**config.mk**
```make
export PLATFORM = sky130hd
export DESIGN_NAME = irq_vector_ctrl
export DESIGN_NICKNAME = d
export VERILOG_FILES = /design/src/rtl/irq_vec_pkg.sv /design/src/rtl/irq_line_sampler.sv /design/src/rtl/irq_mask_regs.sv /design/src/rtl/irq_vector_gen.sv /design/src/rtl/irq_vector_ctrl.sv
export SDC_FILE = /design/constraint.sdc
export NUM_CORES = 1
export LEC_CHECK = 0
export ABC_AREA = 1
export ABC_CLOCK_PERIOD_IN_PS = 5000
export BUFFER_PORTS_ARGS = -buffer_cell sky130_fd_sc_hd__buf_2
export CORE_ASPECT_RATIO = 0.9
export CORE_MARGIN = 1
export CORE_UTILIZATION = 51
export CTS_CLUSTER_DIAMETER = 200
export DETAILED_ROUTE_END_ITERATION = 8
export GPL_TIMING_DRIVEN = 0
export PLACE_DENSITY = 0.84
export SYNTH_ARGS = -nofsm -noshare
export SYNTH_HDL_FRONTEND = slang
export SYNTH_SLANG_ARGS = --single-unit
```
**constraint.sdc**
```tcl
create_clock -name clk -period 5 [get_ports clk]
set_clock_uncertainty 0.1 [all_clocks]
set_input_delay 0.75 -clock clk [delete_from_list [all_inputs] [get_ports clk]]
set_output_delay 0.75 -clock clk [all_outputs]
set_load 0.02 [all_outputs]
```
**src/rtl/irq_vec_pkg.sv**
```systemverilog
package irq_vec_pkg;
  localparam int unsigned WORD_W   = 32;
  localparam int unsigned VEC_W    = 8;
  localparam logic [VEC_W-1:0] VEC_MULTI = 8'h30;
  localparam logic [VEC_W-1:0] VEC_BASE  = 8'h31;

  typedef enum logic [2:0] {
    W_MASK   = 3'd0,
    W_RAW    = 3'd1,
    W_MASKED = 3'd2,
    W_NMI    = 3'd3,
    W_RSVD   = 3'd4
  } word_sel_e;

  // Vector code for a masked status word
  function automatic logic [VEC_W-1:0] vec_of(input logic [WORD_W-1:0] m);
    logic [VEC_W-1:0] v;
    v = '0;
    if ($countones(m) > 1) begin
      v = VEC_MULTI;
    end else begin
      for (int i = 0; i < WORD_W; i++) begin
        if (m[i]) v = VEC_BASE + VEC_W'(i);
      end
    end
    return v;
  endfunction
endpackage

```
**src/rtl/irq_line_sampler.sv**
```systemverilog
module irq_line_sampler #(
  parameter int unsigned N_LINES   = 32,
  parameter int unsigned NMI_FIRST = 30
) (
  input  logic               clk,
  input  logic               rst_n,
  input  logic [N_LINES-1:0] lines_i,
  output logic [N_LINES-1:0] raw_nx_o,
  output logic [N_LINES-1:0] nmi_nx_o,
  output logic [N_LINES-1:0] raw_q_o,
  output logic [N_LINES-1:0] nmi_q_o
);
  localparam int unsigned RAW_BITS = NMI_FIRST - 1;

  // Line n (1..NMI_FIRST-1) drives raw bit n-1; upper lines feed NMI status
  for (genvar j = 0; j < N_LINES; j++) begin : g_map
    if (j < RAW_BITS) begin : g_raw
      assign raw_nx_o[j] = lines_i[j+1];
    end else begin : g_raw_zero
      assign raw_nx_o[j] = 1'b0;
    end
    if (j >= NMI_FIRST) begin : g_nmi
      assign nmi_nx_o[j] = lines_i[j];
    end else begin : g_nmi_zero
      assign nmi_nx_o[j] = 1'b0;
    end
  end

  always_ff @(posedge clk or negedge rst_n) begin
    if (!rst_n) begin
      raw_q_o <= '0;
      nmi_q_o <= '0;
    end else begin
      raw_q_o <= raw_nx_o;
      nmi_q_o <= nmi_nx_o;
    end
  end

  p_raw_upper_zero_r4: assert property (@(posedge clk) disable iff (!rst_n)
    raw_q_o[N_LINES-1:RAW_BITS] == '0);
  p_nmi_follow_r9: assert property (@(posedge clk) disable iff (!rst_n)
    1'b1 |=> nmi_q_o[N_LINES-1:NMI_FIRST] == $past(lines_i[N_LINES-1:NMI_FIRST]));
  p_nmi_lower_zero_r9: assert property (@(posedge clk) disable iff (!rst_n)
    nmi_q_o[NMI_FIRST-1:0] == '0);
endmodule

```
**src/rtl/irq_mask_regs.sv**
```systemverilog
module irq_mask_regs
  import irq_vec_pkg::*;
#(
  parameter int unsigned DATA_W = 32,
  parameter int unsigned ADDR_W = 5
) (
  input  logic              clk,
  input  logic              rst_n,
  input  logic [ADDR_W-1:0] addr_i,
  input  logic              wr_en_i,
  input  logic [DATA_W-1:0] wr_data_i,
  input  logic              rd_en_i,
  input  logic [DATA_W-1:0] raw_q_i,
  input  logic [DATA_W-1:0] masked_q_i,
  input  logic [DATA_W-1:0] nmi_q_i,
  output logic [DATA_W-1:0] mask_nx_o,
  output logic [DATA_W-1:0] mask_q_o,
  output logic [DATA_W-1:0] rd_data_o
);
  localparam int unsigned IDX_W = ADDR_W - 2;

  logic [IDX_W-1:0]  word_idx;
  logic              mask_hit;
  logic [DATA_W-1:0] rd_word;

  assign word_idx  = addr_i[ADDR_W-1:2];
  assign mask_hit  = wr_en_i && (word_idx == IDX_W'(W_MASK));
  assign mask_nx_o = mask_hit ? wr_data_i : mask_q_o;

  always_comb begin
    case (word_idx)
      IDX_W'(W_MASK):   rd_word = mask_q_o;
      IDX_W'(W_RAW):    rd_word = raw_q_i;
      IDX_W'(W_MASKED): rd_word = masked_q_i;
      IDX_W'(W_NMI):    rd_word = nmi_q_i;
      default:          rd_word = '0;
    endcase
  end

  always_ff @(posedge clk or negedge rst_n) begin
    if (!rst_n) begin
      mask_q_o  <= '0;
      rd_data_o <= '0;
    end else begin
      mask_q_o <= mask_nx_o;
      if (rd_en_i) rd_data_o <= rd_word;
    end
  end

  p_ro_write_r3: assert property (@(posedge clk) disable iff (!rst_n)
    (wr_en_i && word_idx != '0) |=> $stable(mask_q_o));
  p_mask_load_r2: assert property (@(posedge clk) disable iff (!rst_n)
    (wr_en_i && word_idx == '0) |=> mask_q_o == $past(wr_data_i));
  p_rd_hold_r12: assert property (@(posedge clk) disable iff (!rst_n)
    !rd_en_i |=> $stable(rd_data_o));
endmodule

```
**src/rtl/irq_vector_gen.sv**
```systemverilog
module irq_vector_gen
  import irq_vec_pkg::*;
#(
  parameter int unsigned DATA_W = 32
) (
  input  logic              clk,
  input  logic              rst_n,
  input  logic [DATA_W-1:0] raw_nx_i,
  input  logic [DATA_W-1:0] mask_nx_i,
  input  logic [DATA_W-1:0] nmi_nx_i,
  output logic [DATA_W-1:0] masked_q_o,
  output logic              irq_req_o,
  output logic [VEC_W-1:0]  irq_vec_o,
  output logic              nmi_req_o
);
  logic [DATA_W-1:0] masked_nx;
  logic [VEC_W-1:0]  vec_nx;

  assign masked_nx = raw_nx_i & mask_nx_i;
  assign vec_nx    = vec_of(WORD_W'(masked_nx));

  always_ff @(posedge clk or negedge rst_n) begin
    if (!rst_n) begin
      masked_q_o <= '0;
      irq_req_o  <= 1'b0;
      irq_vec_o  <= '0;
      nmi_req_o  <= 1'b0;
    end else begin
      masked_q_o <= masked_nx;
      irq_req_o  <= |masked_nx;
      irq_vec_o  <= vec_nx;
      nmi_req_o  <= |nmi_nx_i;
    end
  end

  p_single_r6: assert property (@(posedge clk) disable iff (!rst_n)
    ($countones(masked_nx) == 1) |=> (irq_req_o && irq_vec_o > VEC_MULTI));
  p_multi_r7: assert property (@(posedge clk) disable iff (!rst_n)
    ($countones(masked_nx) > 1) |=> (irq_req_o && irq_vec_o == VEC_MULTI));
  p_idle_r8: assert property (@(posedge clk) disable iff (!rst_n)
    (masked_nx == '0) |=> (!irq_req_o && irq_vec_o == '0));
  p_nmi_req_r10: assert property (@(posedge clk) disable iff (!rst_n)
    (nmi_nx_i != '0) |=> nmi_req_o);
endmodule

```
**src/rtl/irq_vector_ctrl.sv**
```systemverilog
module irq_vector_ctrl
  import irq_vec_pkg::*;
#(
  parameter int unsigned N_LINES   = 32,
  parameter int unsigned NMI_FIRST = 30,
  parameter int unsigned ADDR_W    = 5
) (
  input  logic               clk,
  input  logic               rst_n,
  input  logic [N_LINES-1:0] irq_lines_i,
  input  logic [ADDR_W-1:0]  addr_i,
  input  logic               wr_en_i,
  input  logic [N_LINES-1:0] wr_data_i,
  input  logic               rd_en_i,
  output logic [N_LINES-1:0] rd_data_o,
  output logic               irq_req_o,
  output logic [VEC_W-1:0]   irq_vec_o,
  output logic               nmi_req_o
);
  logic [N_LINES-1:0] raw_nx, nmi_nx, raw_q, nmi_q;
  logic [N_LINES-1:0] mask_nx, mask_q, masked_q;

  irq_line_sampler #(.N_LINES(N_LINES), .NMI_FIRST(NMI_FIRST)) u_sampler (
    .clk(clk), .rst_n(rst_n), .lines_i(irq_lines_i),
    .raw_nx_o(raw_nx), .nmi_nx_o(nmi_nx), .raw_q_o(raw_q), .nmi_q_o(nmi_q)
  );

  irq_mask_regs #(.DATA_W(N_LINES), .ADDR_W(ADDR_W)) u_regs (
    .clk(clk), .rst_n(rst_n), .addr_i(addr_i), .wr_en_i(wr_en_i),
    .wr_data_i(wr_data_i), .rd_en_i(rd_en_i), .raw_q_i(raw_q),
    .masked_q_i(masked_q), .nmi_q_i(nmi_q), .mask_nx_o(mask_nx),
    .mask_q_o(mask_q), .rd_data_o(rd_data_o)
  );

  irq_vector_gen #(.DATA_W(N_LINES)) u_vecgen (
    .clk(clk), .rst_n(rst_n), .raw_nx_i(raw_nx), .mask_nx_i(mask_nx),
    .nmi_nx_i(nmi_nx), .masked_q_o(masked_q), .irq_req_o(irq_req_o),
    .irq_vec_o(irq_vec_o), .nmi_req_o(nmi_req_o)
  );

  p_masked_r5: assert property (@(posedge clk) disable iff (!rst_n)
    masked_q == (raw_q & mask_q));
  p_nmi_agree_r10: assert property (@(posedge clk) disable iff (!rst_n)
    nmi_req_o == (nmi_q != '0));
  p_irq_agree_r8: assert property (@(posedge clk) disable iff (!rst_n)
    irq_req_o == (masked_q != '0));
endmodule

```
# Word level (Yosys, flattened, before mapping)
# Index checks and enable logic that the tools add are counted.
# op_classes
mux	35
eq_ne	3
bitwise	1
order_cmp	1
add_sub_neg	31
n_reduce_logical	4
# ops
cell	count
$add 32x32->32	15
$pmux 32 s4	1
$mux 7	18
$mux 6	15
$add 1x1->2	16
$and 29x32->32	1
$gt 32x2->1 const B	1
$mux 32	1
$reduce_or 32->1	1
$eq 3x2->1 const B	2
$eq 3x1->1 const B	1
$logic_not 3->1	1
$reduce_or 2->1	1
$logic_and 1x1->1	1
# totals
elab_cells	83
ff_bits	137
inputBits	73
out_inout_bits	42

# Logic depth before layout (Yosys ltp)
# Gate-level depths: netlist (run 1).
# logic_depth
word_depth	37
mapped_depth	41
ltp_nobuf	36

# By module
# From an unflattened synthesis (run 1), not the netlist that was laid out.
# unflattened
hier_cells	894
area_unflattened_um2	7686.1
# by_module_without_submodules
module	cells_per_inst	area_per_inst_um2	n_inst	seq_area_each_um2
irq_mask_regs	499	3636.0	1	1601.5
irq_vector_gen	266	2542.4	1	1026.0
irq_line_sampler	129	1507.7	1	775.7

# Worst setup path after synthesis (run 1)
# No wires, ideal clock.
# synth_timing
kind	input to register
startpoint	in addr_i[3]
endpoint	reg u_vecgen.irq_vec_o[5]
t_required_ns	4.760
setup_time_ns	0.140
arrival_ns	6.166
path_buffers	5
stages	27
slack_ns	-1.407
cell_sequence	nor2_4 > nand3_4 > clkinv_4 > buf_8 > buf_6 > buf_6 > buf_6 > buf_2 > nand2_1 > o21ai_0 > nand2_1 > inv_1 > ha_1 > inv_1 > fa_1 > inv_1 > fa_1 > fa_1 > fa_1 > inv_1 > fa_1 > fa_1 > nand2_1 > nor3_1 > o2111ai_1 > nor3_1 > a41oi_1
# synth_between
elab_chain_cells	37
word_cells_on_any_way	69
classes_between	31 x add/sub; 1 x order compare; 34 x mux; 1 x bitwise; 2 x reduce/logical
# synth_rtl
item	line_no	text
start: declaration	irq_vector_ctrl.sv:11	input logic [ADDR_W-1:0] addr_i,
$logic_not 3->1 (*)	irq_mask_regs.sv:27	assign mask_hit = wr_en_i && (word_idx == IDX_W'(W_MASK));
$logic_and 1x1->1 (*)	irq_mask_regs.sv:27	
$mux 32 (*)	irq_mask_regs.sv:28	assign mask_nx_o = mask_hit ? wr_data_i : mask_q_o;
net mask_nx[0]	irq_vector_ctrl.sv:21	logic [N_LINES-1:0] mask_nx, mask_q, masked_q;
$and 29x32->32 (*)	irq_vector_gen.sv:19	assign masked_nx = raw_nx_i & mask_nx_i;
net u_vecgen.masked_nx[0]	irq_vector_gen.sv:16	logic [DATA_W-1:0] masked_nx;
branches (longest 32 deep; another with $add 32x32->32)	--	
$mux 7 (*)	irq_vec_pkg.sv:19	if ($countones(m) > 1) begin
end signal: assignment	irq_vector_gen.sv:31	irq_vec_o <= vec_nx;
end: declaration	irq_vector_gen.sv:13	output logic [VEC_W-1:0] irq_vec_o,
# Mark *: on every way through the listed nets, which the timed path passes.
# A chain may end at the register's enable or synchronous reset.

# Worst setup path after layout (run 1)
# layout_timing
startpoint	in addr_i[4]
endpoint	reg u_vecgen.irq_vec_o[5]
# layout_between
word_cells_on_any_way	69
classes_between	31 x add/sub; 1 x order compare; 34 x mux; 1 x bitwise; 2 x reduce/logical
# layout_lines
item	line_no
$logic_not 3->1 (*)	irq_mask_regs.sv:27
$logic_and 1x1->1 (*)	irq_mask_regs.sv:27
$mux 32 (*)	irq_mask_regs.sv:28
net mask_nx[17]	irq_vector_ctrl.sv:21
$and 29x32->32 (*)	irq_vector_gen.sv:19
branches (longest 15 deep; another with $add 32x32->32)	--
$mux 7 (*)	irq_vec_pkg.sv:19
# Marks and branches as above.

==> results by group, run 1 <==
Outcome
  • Outcome: finished with violations
  • Violated checks: negative setup slack

Placed design
  • Buffers on Ports: 109
  • Pre-CTS setup slack: -1.893 ns
  • Placed wire-length estimate: 10.38 mm
  • GPL Wtd Cong: 0.8532

GRT
  • Pin count of the biggest net entering global routing: 69
  • First-pass GRT wire length: 27.40 mm
  • All-Layer GR Usage: 27.98%
  • Antenna violations before repair: 0
  • Remaining global-route overflow: 0
  • Vias in the first global route: 5465

Yosys
  • Synthesized cell area: 0.006524 mm2
  • Synth top area cells: dfrtp_1, nand2_1, inv_1, fa_1, ha_1
  • Synthesized Nets: 772
  • Sequential fraction of the synthesis area: 50.63%
  • Most frequent cell after synthesis: nand2_1
  • Unique masters post-synth: 40
  • Cell taking the most area after synthesis: dfrtp_1
  • Synth top cells by count: nand2_1, dfrtp_1, inv_1, ha_1, mux2_2
  • EDFF count, synth: 0
  • Yosys reg bits: 132
  • Synthesized instance count: 641
  • Synth Flop Type: dfrtp_1
  • Synth warn: 0
  • Yosys top cell area share: 50.63%
  • Fraction of registers with async set/reset: 100.0%
  • Syn_area_per_cell: 10.18 um2

Drt
  • Iteration-0 DRC Markers: 355
  • Antenna-violating nets left: 0
  • DR WL/cell: 18.46 um
  • Routed vias: 5206
  • Initial DRT Pass Iterations: 6
  • Number of remaining DRC errors: 0
  • Total routed wirelength: 18.08 mm
  • Vias per inst: 5.318

Die
  • DIE WIDTH: 121.2 um
  • Die area: 0.01325 mm2
  • Starting Density: 53.18%
  • Core area: 0.01227 mm2
  • Die Y: 109.3 um
  • I/O pin cnt: 115
  • Row count: 38

Power and ir drop
  • Peak supply drop: 0.0005411 V
  • Leakage power: 0.004444 uW
  • PD cells: 596.9 mW/mm2

Critical path
  • CP Class: input pin to flop
  • Startpoint Class: input pin
  • Worst path slowest cell: fa_2
  • Reg2reg start: u_regs.mask_q_o[17]
  • Worst EP required: 5.18 ns
  • Crit path to: u_vecgen.irq_vec_o[5]
  • Reg-to-Reg End: u_vecgen.irq_vec_o[5]
  • Critical Path End Type: flop
  • WP data arrival: 6.36 ns
  • CP most frequent cell: fa_2
  • R2R Setup Slk: -0.50 ns
  • Reg2reg path depth: 18
  • Worst setup path startpoint: addr_i[4]
  • Max incr delay on CP: 0.59 ns
  • Crit Path Max Fanout: 8

Timing
  • Highest Clock Rate: 0.1618 GHz
  • Fin. max-slew vios: 0
  • Unrepaired setup endpoints after global routing: yes
  • Final setup violation count: 6
  • Final Hold Viols: 0
  • Setup WS post-layout: -1.179 ns
  • Setup TNS: -6.283 ns
  • Tcrit/Tclk final: 123.6%
  • Fin crit period: 6.179 ns
  • Worst slew pin tran: 0.7718 ns
  • Slew margin rel.: 48.55%

Final layout
  • Area grow syn2layout: 30.28%
  • Post-layout util: 69.29%
  • Ant diodes: 0
  • Nets: 938
  • Layout cells sized above 1: 38.22%

Clocking
  • Num CTS Buffers: 17
  • CTS Sinks: 132
  • CTS H-tree depth: 4
  • Clock Pin Slew Worst Setup and Hold Paths: 0.06 ns
  • CTS Root Buffer Type: clkbuf_16
  • Hold buffer count at cts: 0
  • Longest Clk Path Bufs: 2
  • TritonCTS clock tree: yes
  • Worst-Skew Late Latency: 0.42 ns

Worst hold path
  • Worst hold path type: input pin to async pin

Job
  • MaxCap Viol Count: 0
[layout make-up]
class | instances | area [um2]
flip-flops and latches | 132 | 3303
clock buffers | 19 | 452.9
inverters | 125 | 479.2
plain buffers | 21 | 168.9
fillers | 802 | 3767
clock inverters | 12 | 82.58
well taps | 160 | 200.2
multi-input cells | 363 | 2890
repair buffers | 147 | 922.1
[where the power goes]
part	total (uW)	internal, uW	switching (uW)
logic	2660	1110	1550
clock network	1150	656	490
registers	1270	1220	48.6
total	5070	2990	2090
[layout by cell type, fill, tap and decap left out, types with 10 or more instances in the layout]
cell	instances
mux2_2	31
ha_1	28
buf_2	104
fa_1	15
clkbuf_16	17
buf_4	37
o211ai_1	29
inv_1	104
nand2_2	25
clkbuf_1	10
o21ai_2	11
nor2_1	10
inv_2	19
nand2_1	137
dfrtp_1	132
o21ai_1	13
[sequential cells by signal, summed over array words and instances, names as in the netlist]
signal / flops
u_regs.mask_q_o: 32
u_regs.rd_data_o: 32
u_sampler.raw_q_o: 29
u_vecgen.masked_q_o: 29
u_vecgen.irq_vec_o: 6
u_sampler.nmi_q_o: 2
u_vecgen.irq_req_o: 1
u_vecgen.nmi_req_o: 1
[worst min-delay path by stage]
stage                                      to           startpoint  depth (start not counted)
after floorplan            u_regs.mask_q_o[0]                rst_n                          0
after global placement    u_regs.mask_q_o[29]  u_regs.mask_q_o[29]                          2
after detailed placement  u_regs.mask_q_o[29]  u_regs.mask_q_o[29]                          2
after CTS                 u_regs.rd_data_o[8]                rst_n                          1
after global routing      u_regs.rd_data_o[8]                rst_n                          1
final                      u_regs.mask_q_o[9]                rst_n                          1
[metrics by stage]
stage / cell area [um2] / hold WS (ns) / power [uW] / instances
after floorplan: 6578 / 0.3487 / 2575 / 641
after global placement: 7323 / 0.3738 / 2940 / 910
after detailed placement: 7357 / 0.3774 / 3042 / 911
after CTS: 8309 / 0.2590 / 4530 / 964
after global routing: 8499 / 0.2860 / 5312 / 979
final: 8499 / 0.2294 / 5073 / 979
[per-layer routing]
metal	routed length [um]	GRT usage [%]
met2	8992	47.96
met5	0	0
met1	7134	33.62
met4	807	13.32
met3	1142	6.535
[cells by family (layout without fill, tap and decap cells)]
group	Yosys count	after routing	share of synthesized area, %
buf+inv	146	324	9.244
flops	132	132	50.63
mux	31	31	5.351
simple gates	197	197	13.21
compound gates	76	76	7.729
fa+ha+maj	58	58	13.77
other cells	1	1	0.05748
[timing repair]
action                                  CTS  global route
hold endpoints to repair                  0             0
cloned                                    1             0
resized for setup                        63            21
setup buffers                            21            15
pin swaps                                33            24
endpoints found under the setup margin    6             6
[critical path: cells and delay by family]
family	cells	cell delay (ns)
fa+ha+maj	7	3.41
simple gates	7	0.94
buf+inv	8	0.81
compound gates	3	0.43
Note: power is estimated with default switching activity, not from simulation.
==> run 2: changes to the inputs <==
Settings changed: ABC_AREA 1 to default, PLACE_DENSITY 0.84 to 0.83.
==> results by group, run 2 <==
Outcome
  • Outcome: finished with violations
  • Violated checks: negative setup slack

Yosys
  • Synth Flop Type: dfrtp_1
  • Synth warn: 0
  • Synth top area cells: dfrtp_1, nand2_1, fa_1, mux2i_1, ha_1
  • Yosys reg bits: 132
  • Cell taking the most area after synthesis: dfrtp_1
  • Synthesized cell area: 0.006852 mm2
  • Synthesized instance count: 689
  • Synthesized Nets: 820
  • EDFF count, synth: 0
  • Syn_area_per_cell: 9.944 um2
  • Synth top cells by count: dfrtp_1, nand2_1, inv_1, mux2i_1, a21oi_1
  • Unique masters post-synth: 47
  • Sequential fraction of the synthesis area: 48.21%
  • Fraction of registers with async set/reset: 100.0%
  • Most frequent cell after synthesis: dfrtp_1
  • Yosys top cell area share: 48.21%

Drt
  • Vias per inst: 5.739
  • Antenna-violating nets left: 0
  • Iteration-0 DRC Markers: 637
  • Routed vias: 5951
  • Initial DRT Pass Iterations: 6
  • Total routed wirelength: 21.11 mm
  • Number of remaining DRC errors: 0
  • DR WL/cell: 20.35 um

Clocking
  • Worst-Skew Late Latency: 0.43 ns
  • CTS Root Buffer Type: clkbuf_16
  • Clock Pin Slew Worst Setup and Hold Paths: 0.06 ns
  • CTS H-tree depth: 4
  • Longest Clk Path Bufs: 2
  • CTS Sinks: 132
  • Num CTS Buffers: 17
  • TritonCTS clock tree: yes

Final layout
  • Area grow syn2layout: 30.97%
  • Post-layout util: 69.66%
  • Nets: 991
  • Layout cells sized above 1: 29.44%
  • Biggest registers after layout: u_regs.mask_q_o: 32 flops, u_regs.rd_data_o: 32 flops
  • Ant diodes: 0
  • Non-filler cells, final: 1037
  • Commonest non-fill, non-tap cells in the layout: dfrtp_1, nand2_1, buf_2
  • Commonest non-fill, non-tap cell in the layout: dfrtp_1

Critical path
  • Max incr delay on CP: 0.61 ns
  • Critical path, cell by cell: buf_8 -> nor4b_4 -> buf_6 -> buf_12 -> buf_12 -> mux2i_4 -> ha_1 -> inv_1 -> fa_1 -> inv_2 -> fa_2 -> fa_2 -> fa_1 -> inv_1 -> fa_1 -> fa_2 -> nand3_4 -> a21oi_4 -> nand2_2 -> nor4_4 -> a31oi_1
  • Startpoint Class: input pin
  • Reg-to-Reg End: u_vecgen.irq_vec_o[5]
  • Worst EP required: 5.18 ns
  • Crit path depth: 21
  • Crit path to: u_vecgen.irq_vec_o[5]
  • Buf/Inv on CP: 7
  • Reg2reg path depth: 18
  • Top delay family on crit path: adder cells
  • Reg2reg start: u_regs.mask_q_o[4]
  • Worst path slowest cell: fa_2
  • Crit Path Max Fanout: 8
  • Worst setup path startpoint: addr_i[4]
  • CP Class: input pin to flop
  • R2R Setup Slk: -0.45 ns
  • Critical Path End Type: flop
  • WP data arrival: 6.32 ns

Power and ir drop
  • Leakage power: 0.004548 uW
  • Tot Pwr: 4965 uW
  • PD cells: 553.3 mW/mm2
  • Peak supply drop: 0.0005477 V

GRT
  • Most Crowded Layer GR: met2
  • Vias in the first global route: 5848
  • M3 GR Usage: 6.916%
  • Antenna violations before repair: 0
  • Pin count of the biggest net entering global routing: 93
  • All-Layer GR Usage: 30.18%
  • First-pass GRT wire length: 30.85 mm
  • GR Util met1: 38.73%
  • GRT met2 Usage: 47.70%
  • Remaining global-route overflow: 0

Timing
  • Fin crit period: 6.144 ns
  • Highest Clock Rate: 0.1628 GHz
  • Worst slew pin tran: 0.9092 ns
  • Tcrit/Tclk final: 122.9%
  • Unrepaired setup endpoints after global routing: yes
  • Fin. max-slew vios: 0
  • Setup WS post-layout: -1.144 ns
  • Slew margin rel.: 39.38%
  • Final setup violation count: 6
  • Final Hold Viols: 0

Placed design
  • Placed wire-length estimate: 12.61 mm
  • Dpl cells: 961
  • Pre-CTS setup slack: -2.111 ns
  • GPL Wtd Cong: 0.8588
  • Buffers on Ports: 107

Die
  • Starting Density: 53.19%
  • I/O pin cnt: 115
  • Core area: 0.01288 mm2
  • Die area: 0.01390 mm2
  • Row count: 39
  • DIE WIDTH: 124.2 um
  • Die Y: 112.0 um

Worst hold path
  • Worst hold path type: input pin to async pin

Job
  • MaxCap Viol Count: 0
## run 2: cell families (layout without fill, tap and decap cells)
logic type | Yosys count | in the layout | share of synthesized area (%)
AOI/OAI and AO/OA | 100 | 100 | 9.149
and+or+nand+nor | 199 | 199 | 12.73
DFF | 132 | 132 | 48.21
muxes | 55 | 55 | 8.199
other | 1 | 1 | 0.05473
buffers and inverters | 144 | 328 | 8.546
adders and majority gates | 58 | 58 | 13.11
## run 2: area by class of cell
cell class                      count  area [um2]
Buffer                             28       197.7
Tap cell                          164       205.2
Fill cell                         823        3909
Inverter                          116       442.9
Clock buffer                       28       496.7
Multi-Input combinational cell    413        3274
Clock inverter                      4       70.07
Timing Repair Buffer              152       983.4
Sequential cell                   132        3303
## run 2: metrics by stage
step                hold WS [ns]  setup TNS (ns)  cell area [um2]
finish                    0.1254          -6.122             8974
global route              0.1510          -6.758             8974
CTS                       0.1405          -4.553             8755
detailed placement        0.3673          -10.90             7710
global placement          0.3602          -10.51             7676
floorplan                 0.3453          -5.619             6935
## run 2: routing by layer
metal | share of wire (%) | routed length (um)
met1 | 38 | 8005
met2 | 49 | 10310
met3 | 8.6 | 1805
met4 | 4.7 | 982
met5 | 0 | 0
## run 2: how the worst min path moves through the flow
stage                      endpoint  cells after the start
2_1_floorplan    u_regs.mask_q_o[0]                      0
3_3_place_gp    u_regs.mask_q_o[29]                      2
3_5_place_dp    u_regs.mask_q_o[29]                      2
4_1_cts        u_sampler.raw_q_o[6]                      1
5_1_grt        u_sampler.raw_q_o[6]                      1
6_report       u_sampler.raw_q_o[6]                      1
## run 2: where the power goes
part	switching (uW)	internal, uW	total, uW
clock network	452	772	1220
logic	1420	1040	2450
registers	69.7	1220	1290
total	1940	3030	4960
## run 2: worst reg2reg max path: stages, from the launching register on
cell	delay, ns
dfrtp_1	0.41
nand2_1	0.07
mux2_4	0.29
inv_1	0.08
ha_1	0.15
inv_1	0.07
fa_1	0.57
inv_2	0.06
fa_2	0.61
fa_2	0.46
fa_1	0.49
inv_1	0.05
fa_1	0.49
fa_2	0.60
nand3_4	0.09
a21oi_4	0.22
nand2_2	0.10
nor4_4	0.25
a31oi_1	0.14
## run 2: what timing repair did
| action | 4_1_cts | 5_1_grt |
|---|---|---|
| endpoints found under the setup margin | 6 | 6 |
| hold buffers | 0 | 0 |
| resized for setup | 51 | 18 |
| setup buffers | 27 | 17 |
| cloned | 1 | 0 |
| pin swaps | 23 | 21 |
